===== src/rtl/lsu_pkg.sv =====
package lsu_pkg;
  localparam int unsigned WORD_W   = 16;
  localparam int unsigned ADDR_W   = 16;
  localparam int unsigned RIDX_W   = 3;
  localparam int unsigned OPC_W    = 4;
  localparam int unsigned PCOFF_W  = 9;
  localparam int unsigned BOFF_W   = 6;
  localparam int unsigned OPC_LSB  = WORD_W - OPC_W;
  localparam int unsigned RIDX_LSB = OPC_LSB - RIDX_W;

  typedef enum logic [OPC_W-1:0] {
    OPC_LD_PC  = 4'b0010,
    OPC_LD_B   = 4'b0110,
    OPC_LD_IND = 4'b1010,
    OPC_AGEN   = 4'b1110,
    OPC_ST_PC  = 4'b0011,
    OPC_ST_B   = 4'b0111,
    OPC_ST_IND = 4'b1011
  } opc_e;

  typedef struct packed {
    logic valid;
    logic agen;
    logic store;
    logic indirect;
    logic use_base;
  } dec_t;

  typedef enum logic [1:0] {
    SQ_IDLE = 2'd0,
    SQ_ACC  = 2'd1,
    SQ_WAIT = 2'd2
  } sq_state_e;
endpackage


===== src/rtl/lsu_decode.sv =====
module lsu_decode
  import lsu_pkg::*;
(
  input  logic [WORD_W-1:0] instr_i,
  input  logic [ADDR_W-1:0] pc_i,
  input  logic [ADDR_W-1:0] base_i,
  output dec_t              dec_o,
  output logic [ADDR_W-1:0] ea_o
);
  logic [OPC_W-1:0]  opc;
  logic [ADDR_W-1:0] pc_off, base_off;

  assign opc = instr_i[WORD_W-1:OPC_LSB];

  assign pc_off   = {{(ADDR_W-PCOFF_W){instr_i[PCOFF_W-1]}}, instr_i[PCOFF_W-1:0]};
  assign base_off = {{(ADDR_W-BOFF_W){instr_i[BOFF_W-1]}}, instr_i[BOFF_W-1:0]};

  always_comb begin
    dec_o = '0;
    unique case (opc)
      OPC_LD_PC:  dec_o.valid = 1'b1;
      OPC_LD_B:   begin dec_o.valid = 1'b1; dec_o.use_base = 1'b1; end
      OPC_LD_IND: begin dec_o.valid = 1'b1; dec_o.indirect = 1'b1; end
      OPC_AGEN:   begin dec_o.valid = 1'b1; dec_o.agen = 1'b1; end
      OPC_ST_PC:  begin dec_o.valid = 1'b1; dec_o.store = 1'b1; end
      OPC_ST_B:   begin dec_o.valid = 1'b1; dec_o.store = 1'b1; dec_o.use_base = 1'b1; end
      OPC_ST_IND: begin dec_o.valid = 1'b1; dec_o.store = 1'b1; dec_o.indirect = 1'b1; end
      default:    dec_o = '0;
    endcase
  end

  assign ea_o = dec_o.use_base ? (base_i + base_off) : (pc_i + pc_off);
endmodule


===== src/rtl/lsu_ctrl.sv =====
module lsu_ctrl
  import lsu_pkg::*;
(
  input  logic clk_i,
  input  logic rst_ni,
  input  logic go_mem_i,    // accepted start needing memory
  input  logic ind_i,       // accepted start is indirect
  input  logic store_i,     // latched: current op is a store
  output logic idle_o,
  output logic acc_o,       // memory request cycle
  output logic final_o,     // access is the final one of the sequence
  output logic ptr_load_o,  // capture pointer word as next address
  output logic fin_o        // sequence completes at next edge
);
  sq_state_e state_q, state_d;
  logic      ind_pend_q, ind_pend_d;

  assign idle_o     = (state_q == SQ_IDLE);
  assign acc_o      = (state_q == SQ_ACC);
  assign final_o    = !ind_pend_q;
  assign ptr_load_o = (state_q == SQ_WAIT) && ind_pend_q;
  assign fin_o      = ((state_q == SQ_ACC) && store_i && !ind_pend_q) ||
                      ((state_q == SQ_WAIT) && !ind_pend_q);

  always_comb begin
    state_d    = state_q;
    ind_pend_d = ind_pend_q;
    unique case (state_q)
      SQ_IDLE: if (go_mem_i) begin
        state_d    = SQ_ACC;
        ind_pend_d = ind_i;
      end
      SQ_ACC: state_d = (store_i && !ind_pend_q) ? SQ_IDLE : SQ_WAIT;
      SQ_WAIT: begin
        if (ind_pend_q) begin
          state_d    = SQ_ACC;
          ind_pend_d = 1'b0;
        end else begin
          state_d = SQ_IDLE;
        end
      end
      default: state_d = SQ_IDLE;
    endcase
  end

  always_ff @(posedge clk_i or negedge rst_ni) begin
    if (!rst_ni) begin
      state_q    <= SQ_IDLE;
      ind_pend_q <= 1'b0;
    end else begin
      state_q    <= state_d;
      ind_pend_q <= ind_pend_d;
    end
  end
endmodule


===== src/rtl/lsu_seq.sv =====
module lsu_seq
  import lsu_pkg::*;
(
  input  logic              clk_i,
  input  logic              rst_ni,
  input  logic              start_i,
  input  logic [WORD_W-1:0] instr_i,
  input  logic [ADDR_W-1:0] pc_i,
  input  logic [WORD_W-1:0] base_i,
  input  logic [WORD_W-1:0] src_i,
  output logic              mem_req_o,
  output logic              mem_we_o,
  output logic [ADDR_W-1:0] mem_addr_o,
  output logic [WORD_W-1:0] mem_wdata_o,
  input  logic [WORD_W-1:0] mem_rdata_i,
  output logic              busy_o,
  output logic              done_o,
  output logic              rf_we_o,
  output logic [RIDX_W-1:0] rf_waddr_o,
  output logic [WORD_W-1:0] rf_wdata_o
);
  dec_t              dec;
  logic [ADDR_W-1:0] ea;
  logic              idle, acc, final_acc, ptr_load, fin;
  logic              accept, agen_go, mem_go;

  logic [ADDR_W-1:0] addr_q;
  logic [WORD_W-1:0] sdata_q;
  logic              store_q;
  logic [RIDX_W-1:0] waddr_q;
  logic              done_q, rf_we_q;
  logic [WORD_W-1:0] wdata_q;

  lsu_decode u_dec (
    .instr_i (instr_i),
    .pc_i    (pc_i),
    .base_i  (base_i),
    .dec_o   (dec),
    .ea_o    (ea)
  );

  assign accept  = start_i && idle && dec.valid;
  assign agen_go = accept && dec.agen;
  assign mem_go  = accept && !dec.agen;

  lsu_ctrl u_ctrl (
    .clk_i      (clk_i),
    .rst_ni     (rst_ni),
    .go_mem_i   (mem_go),
    .ind_i      (dec.indirect),
    .store_i    (store_q),
    .idle_o     (idle),
    .acc_o      (acc),
    .final_o    (final_acc),
    .ptr_load_o (ptr_load),
    .fin_o      (fin)
  );

  always_ff @(posedge clk_i or negedge rst_ni) begin
    if (!rst_ni) begin
      addr_q  <= '0;
      sdata_q <= '0;
      store_q <= 1'b0;
      waddr_q <= '0;
    end else if (accept) begin
      addr_q  <= ea;
      sdata_q <= src_i;
      store_q <= dec.store;
      waddr_q <= instr_i[RIDX_LSB +: RIDX_W];
    end else if (ptr_load) begin
      addr_q <= mem_rdata_i;
    end
  end

  always_ff @(posedge clk_i or negedge rst_ni) begin
    if (!rst_ni) begin
      done_q  <= 1'b0;
      rf_we_q <= 1'b0;
      wdata_q <= '0;
    end else begin
      done_q  <= agen_go || fin;
      rf_we_q <= agen_go || (fin && !store_q);
      if (agen_go)              wdata_q <= ea;
      else if (fin && !store_q) wdata_q <= mem_rdata_i;
    end
  end

  assign mem_req_o   = acc;
  assign mem_we_o    = acc && store_q && final_acc;
  assign mem_addr_o  = addr_q;
  assign mem_wdata_o = sdata_q;
  assign busy_o      = !idle;
  assign done_o      = done_q;
  assign rf_we_o     = rf_we_q;
  assign rf_waddr_o  = waddr_q;
  assign rf_wdata_o  = wdata_q;
endmodule


===== config.mk =====
export PLATFORM = sky130hd
export DESIGN_NAME = lsu_seq
export DESIGN_NICKNAME = d
export VERILOG_FILES = /design/src/rtl/lsu_pkg.sv /design/src/rtl/lsu_decode.sv /design/src/rtl/lsu_ctrl.sv /design/src/rtl/lsu_seq.sv
export SDC_FILE = /design/constraint.sdc
export NUM_CORES = 1
export LEC_CHECK = 0
export BUFFER_PORTS_ARGS = -buffer_cell sky130_fd_sc_hd__buf_2
export CORE_MARGIN = 4
export CORE_UTILIZATION = 56
export CTS_BUF_LIST = sky130_fd_sc_hd__clkbuf_8
export CTS_CLUSTER_SIZE = 12
export DETAILED_ROUTE_END_ITERATION = 6
export MAX_ROUTING_LAYER = met4
export PLACE_DENSITY = 0.94
export SYNTH_ARGS = -nofsm -noshare
export SYNTH_HDL_FRONTEND = slang
export SYNTH_SLANG_ARGS = --single-unit

===== constraint.sdc =====
create_clock -name clk_i -period 3.4 [get_ports clk_i]
set_input_delay 0.68 -clock clk_i [delete_from_list [all_inputs] [get_ports clk_i]]
set_output_delay 0.68 -clock clk_i [all_outputs]
set_load 0.03 [all_outputs]

==> results of run 1 <==
final timing paths:
| kind | startpoint | endpoint | depth (start not counted) |
|---|---|---|---|
| setup / recovery | instr_i[0] | mem_addr_o[12] | 10 |
| hold / removal | rst_ni | rf_waddr_o[1] | 1 |
| setup reg to reg | u_ctrl.state_q[0] | rf_wdata_o[15] | 6 |
| hold reg to reg | mem_wdata_o[5] | mem_wdata_o[5] | 2 |
| max in group asynchronous | rst_ni | rf_wdata_o[7] | 2 |
| min in group clk_i | mem_wdata_o[5] | mem_wdata_o[5] | 2 |
kinds of logic after synthesis:
logic type / share of synthesized area [%]
buf+inv: 2.56
mux: 5.89
compound gates: 20.5
simple gates: 17.9
fa+ha+maj: 10.6
xor+xnor: 6.05
flops: 36.5
flip-flops by register name, indices dropped and copies added, names as in the netlist:
signal and count:
done_o 1, mem_addr_o 16, mem_wdata_o 16, rf_waddr_o 3, rf_wdata_o 16, rf_we_o 1
store_q 1, u_ctrl.ind_pend_q 1, u_ctrl.state_q 2
placed cells by master, fill, tap and decap left out, types with 3 or more instances in the layout:
| master | synthesis | final |
|---|---|---|
| a211oi_1 | 7 | 7 |
| o211ai_1 | 5 | 5 |
| inv_1 | 7 | 11 |
| buf_2 | 2 | 138 |
| mux2i_1 | 14 | 14 |
| dfrtp_1 | 57 | 57 |
| o21ai_1 | 7 | 7 |
| mux2_2 | 8 | 8 |
| and3_1 | 4 | 4 |
| nor2_1 | 21 | 21 |
| clkbuf_8 | 0 | 9 |
| nor2b_1 | 7 | 7 |
| nand3_1 | 11 | 11 |
| buf_4 | 0 | 4 |
| nand2_1 | 92 | 92 |
| nor3_1 | 4 | 3 |
| a21o_1 | 8 | 8 |
| xor2_1 | 10 | 10 |
| a31oi_1 | 7 | 7 |
| a21oi_1 | 41 | 40 |
| a21oi_2 | 2 | 3 |
| xnor2_1 | 17 | 17 |
| a211o_1 | 4 | 4 |
| ha_1 | 30 | 30 |
| a22oi_1 | 4 | 4 |
| o21a_1 | 3 | 3 |
| o21ai_0 | 24 | 24 |
metrics by stage:
step | hold WS, ns | utilization [%] | cell area [um2] | setup WS [ns]
final | 0.353 | 72.0 | 4890 | 0.690
after global routing | 0.398 | 72.0 | 4890 | 0.529
after CTS | 0.359 | 72.0 | 4890 | 0.709
after detailed placement | 0.459 | 69.0 | 4680 | 0.355
after global placement | 0.452 | 69.0 | 4680 | 0.488
after floorplan | 0.384 | - | 3910 | 0.805
power by group through the flow:
stage / logic (uW) / clock network (uW) / registers [uW]
floorplan: 661 / 0 / 1650
global placement: 1700 / 0 / 1110
detailed placement: 1740 / 0 / 1120
CTS: 1750 / 660 / 1110
global route: 1890 / 693 / 1150
finish: 1750 / 650 / 1120
per-layer routing:
| metal | up-vias | GRT usage (%) | wire length (um) |
|---|---|---|---|
| li1 | 1879 | - | - |
| met5 | - | - | 0 |
| met2 | 203 | 46.6 | 5200 |
| met1 | 1768 | 34.5 | 4610 |
| met4 | 0 | 9.67 | 253 |
| met3 | 35 | 4.81 | 920 |
area by class of cell:
type	count	area share, %
repair buffers	142	14.7
multi-input cells	367	48.9
well taps	96	2.46
inverters	7	0.537
clock inverters	7	1.64
flip-flops and latches	57	29.2
clock buffers	9	2.53
==> results.ini, run 1 <==
[synth]
ys_seq_elements=57
synth-edff-count=0
ys_top_cells_by_area=dfrtp_1 (36%), ha_1 (9.6%), nand2_1 (8.8%)
yosys_most_used_dff=dfrtp_1
synth_cell_types=56
syn_avg_cell_area_um2=8.72
async_flop_share_pct=100
syn_inst=448
synth_top_cell_area_share_pct=36.5
yosys.cell_count.top_type=nand2_1
ys.warnings.count=0
netlist_area_um2=3910
synth_top_area_cell=dfrtp_1
synth_common_cells=nand2_1 (92), dfrtp_1 (57), a21oi_1 (41), ha_1 (30), o21ai_0 (24)
synthesis.nets=563
ys_seq_area_share_pct=36.5

[cts]
cts_sinks=57
cts_hold_buf=0
cts_root_buffer=clkbuf_8
clockBufferDepth=2
clk_latency_ns=0.33
cts_resized=0
clkTransAtPathRegs_ns=0.06
cts_htree_levels=3
cts_inserted_buffers=9
cts_tree=yes
postCtsSetupBuffers=0

[layout]
fillerInstances=533
multi_input_area_um2=2390
seq_area_um2=1430
layout-drive-gt1-share_pct=29.5
nets=699
fin_cells=685
n_antenna_cell=0
area_growth_syn_to_layout_pct=25.1

[sta]
tightest_slew_ns=0.984
finClkSkew_ns=0.00569
drv_slew=0
fin_setup_tns_ns=0
fin_crit_ns=2.71
fin_crit_sh_pct=79.7
max_freq_mhz=369
slew_headroom_pct=34.0
hold_viol=0
setup_viol=0
rsz0062_at_grt=false

[setup_path]
cpMostUsedCell=o21ai_1
endpoint_kind=register
cp.required_ns=3.58
worst_path_max_delay_cell=a211oi_1
crit_fanout=3
slowest_delay_ns=0.44
crit_chain=buf_2 -> ha_1 -> fa_1 -> a21oi_1 -> o21ai_1 -> a211oi_1 -> nor3_1 -> a311oi_1 -> mux2_2 -> o21ai_1
ff2ff_setup_slack_ns=1.21
path_buf_inv=1
cp-start-kind=primary input
crit_type=in2reg
worstPathArrival_ns=2.89
cp_top_family=compound AO/OA/AOI/OAI gates

[die]
initial_core_util_pct=57.5
die_h_um=91.5
rows=30
pin_count=139
core_um2=6790
dieArea_um2=8380
die_w_um=91.5

[power_and_ir_drop]
p_leak_uw=0.00256
pwr-share-clk_pct=18.5
p_int_uw=1940
pwr_density_cell_nw_per_um2=719
p_seq_share_pct=31.9
peakVddDrop_mv=0.336
total_power_uw=3520
p_comb_share_pct=49.6
switching_power_uw=1570
p_sw_share_pct=44.7

[place]
dp_hpwl_um=8880
gp_congestion=0.973
port_buffers=138
dpl.cell_count=669

[drt]
drc=0
wl_per_cell_um=16.0
drt-initial-drc-count=262
detail-route-antenna-nets=0
drt_first_pass_iters=5
vias=3885
vias_per_cell=5.67
finalWirelength_um=11000

[min_path]
worstHoldPathType=in2async

[grt]
grt_max_degree=43
first_global_vias=3891
overflow=0
track_usage_pct=28.0
grt_first_pass_wirelength_um=18200
antenna_found_initial=0

[status]
status=completed

[job]
max-cap-violations=0

No activity file was read; power rests on OpenSTA's default activity.
==> run 2: changes to the inputs <==
--- a/config.mk
+++ b/config.mk
@@ -5,14 +5,15 @@
 export SDC_FILE = /design/constraint.sdc
 export NUM_CORES = 1
 export LEC_CHECK = 0
+export ABC_AREA = 1
 export BUFFER_PORTS_ARGS = -buffer_cell sky130_fd_sc_hd__buf_2
 export CORE_MARGIN = 4
-export CORE_UTILIZATION = 56
+export CORE_UTILIZATION = 49
 export CTS_BUF_LIST = sky130_fd_sc_hd__clkbuf_8
 export CTS_CLUSTER_SIZE = 12
 export DETAILED_ROUTE_END_ITERATION = 6
 export MAX_ROUTING_LAYER = met4
-export PLACE_DENSITY = 0.94
+export PLACE_DENSITY = 0.86
 export SYNTH_ARGS = -nofsm -noshare
 export SYNTH_HDL_FRONTEND = slang
 export SYNTH_SLANG_ARGS = --single-unit
==> constraint.sdc (replaced) <==
create_clock -name clk_i -period 2.3 [get_ports clk_i]
set_input_delay 0.46 -clock clk_i [delete_from_list [all_inputs] [get_ports clk_i]]
set_output_delay 0.46 -clock clk_i [all_outputs]
set_load 0.03 [all_outputs]
==> run 2 against run 1 <==
Worst setup slack got worse by 0.30 ns. Critical path type unchanged. Flip-flop and latch count did not move. Largest cell class unchanged. Highest routed layer unchanged. Critical path depth rose by 2. Non-clock buffer count rose by 2.
==> results.ini, run 2 <==
[synth]
synth_common_cells=nand2_1 (309), inv_1 (94), nand3_1 (61), dfrtp_1 (57), nor2_1 (34)
syn_inst=705
synth_top_area_cell=dfrtp_1
ys_top_cells_by_area=dfrtp_1 (32%), nand2_1 (26%), ha_1 (8.4%)
ys.warnings.count=0
synth_cell_types=31
yosys_most_used_dff=dfrtp_1
netlist_area_um2=4480
async_flop_share_pct=100
ys_seq_area_share_pct=31.8
synth_top_cell_area_share_pct=31.8
yosys.cell_count.top_type=nand2_1
synth-edff-count=0
synthesis.nets=820
syn_avg_cell_area_um2=6.36
ys_seq_elements=57

[place]
port_buffers=138
dpl-instance-area_um2=5280
dp_slack_ns=0.0608
gp_congestion=0.951
dp_hpwl_um=9810

[cts]
cts_root_buffer=clkbuf_8
cts_resized=0
cts_tree=yes
clk_latency_ns=0.34
clkTransAtPathRegs_ns=0.06
postCtsSetupBuffers=0
clockBufferDepth=2
cts_inserted_buffers=9
cts_hold_buf=0
cts_sinks=57
cts_htree_levels=3

[power_and_ir_drop]
switching_power_uw=2530
p_seq_share_pct=32.9
pwr_density_cell_nw_per_um2=950
p_int_uw=2660
p_comb_share_pct=51.1
p_sw_share_pct=48.7
p_leak_uw=0.00331
peakVddDrop_mv=0.507
pwr-share-clk_pct=16.1

[setup_path]
cpMostUsedCell=nand2_1
crit_fanout=4
path_buf_inv=1
crit_type=in2reg
cp.required_ns=2.53
endpoint_kind=register
crit_chain=buf_2 -> ha_1 -> fa_1 -> nand2_1 -> nand2_1 -> nand3b_1 -> nand2_1 -> or2_2 -> nand3_1 -> nand3_1 -> nand2_1 -> nand2_1
worst_path_max_delay_cell=fa_1
cp_top_family=simple AND/OR/NAND/NOR gates
cp-start-kind=primary input
worstPathArrival_ns=2.14
slowest_delay_ns=0.38

[grt]
grt_first_pass_wirelength_um=20300
first_global_vias=4353
antenna_found_initial=0
grt_max_degree=58
track_usage_pct=23.6
overflow=0

[sta]
max_freq_mhz=523
finClkSkew_ns=0.00571
drv_slew=0
slew_headroom_pct=52.6
setup_viol=0
tightest_slew_ns=0.711
fin_crit_ns=1.91
layout_setup_ws_ns=0.387
rsz0062_at_grt=false
fin_crit_sh_pct=83.2
hold_viol=0
fin_setup_tns_ns=0

[min_path]
worstHoldPathType=in2async

[status]
status=completed

[layout]
layout_common_cells=nand2_1 (309), buf_2 (138), inv_1 (94)
nets=960
fin_area_um2=5460
layout-drive-gt1-share_pct=20.8
layout_commonest_cell=nand2_1
n_antenna_cell=0
area_growth_syn_to_layout_pct=21.9

[drt]
finalWirelength_um=12600
drt_first_pass_iters=6
drc=0
drt-initial-drc-count=313
vias_per_cell=5.06
vias=4845
wl_per_cell_um=13.1
detail-route-antenna-nets=0

[die]
die_w_um=104
core_um2=8810
dieArea_um2=10700
rows=34
die_h_um=104
pin_count=139
initial_core_util_pct=50.9

[job]
max-cap-violations=0

## run 2: cell types whose count changed after synthesis, sizes merged, moves of 8 or more
cell / before / now
a21o: 9 / 0
a21oi: 43 / 18
inv: 7 / 101
mux2: 8 / 0
mux2i: 14 / 0
nand2: 93 / 312
nand3: 11 / 62
nor2: 21 / 36
xnor2: 17 / 3
## run 2: final cells by class
class | instances | area [um2]
fill | 846 | 3350
multi-input combinational | 532 | 2600
sequential | 57 | 1430
timing repair buffer | 144 | 736
inverter | 101 | 379
clock buffer | 11 | 151
tap | 108 | 135
clock inverter | 5 | 30.0
## run 2: power by group through the flow
stage / clock, uW / combinational, uW / sequential, uW
floorplan: 0 / 977 / 2510
global placement: 0 / 2600 / 1700
detailed placement: 0 / 2640 / 1710
CTS: 850 / 2660 / 1700
global route: 889 / 2880 / 1750
finish: 834 / 2650 / 1700
## run 2: worst paths after layout
check	from	end	slack [ns]	depth (start not counted)
worst min-delay path	rst_ni	mem_addr_o[15]	0.26	2
min in group clk_i	src_i[9]	mem_wdata_o[9]	0.32	3
worst max register to register	u_ctrl.state_q[1]	mem_addr_o[1]	0.53	8
worst max-delay path	instr_i[0]	mem_addr_o[6]	0.39	12
worst min register to register	store_q	u_ctrl.state_q[1]	0.45	1
max in group asynchronous	rst_ni	mem_wdata_o[3]	1.57	2
## run 2: cells by family (layout without fill, tap and decap cells)
kind of cell             count (synthesis)  in the layout  synth area share [%]
AND/OR/NAND/NOR                        433            433                  40.0
buffers and inverters                  116            261                  10.1
AO/OA/AOI/OAI                           61             61                  7.65
flip-flops                              57             57                  31.8
adder cells (fa/ha/maj)                 32             32                  9.27
XOR/XNOR                                 6              6                  1.17
## run 2: worst reg2reg max path: stages, from the launching register on
cell and delay [ns]:
dfrtp_1 0.38, nor2_1 0.08, nand2_2 0.14, a21oi_4 0.05, inv_2 0.42, nand2_2 0.15
inv_2 0.26, nand2_1 0.10, o211ai_1 0.11
## run 2: stage by stage
| step | utilization, % | cells | power [uW] | hold WS (ns) |
|---|---|---|---|---|
| 4_1_cts | 62.0 | 958 | 5210 | 0.279 |
| 2_1_floorplan | - | 705 | 3490 | 0.164 |
| 3_5_place_dp | 59.9 | 942 | 4350 | 0.441 |
| 3_3_place_gp | 59.9 | 942 | 4300 | 0.437 |
| 6_report | 62.0 | 958 | 5190 | 0.258 |
| 5_1_grt | 62.0 | 958 | 5530 | 0.306 |
## run 2: routing by layer
metal / global-route usage, % / vias up / part of all wire [%]
met4: 8.83 / 0 / 3.5
met1: 29.9 / 2131 / 43
met5: - / - / 0
li1: - / 2487 / -
met3: 4.98 / 32 / 7.0
met2: 37.3 / 195 / 46
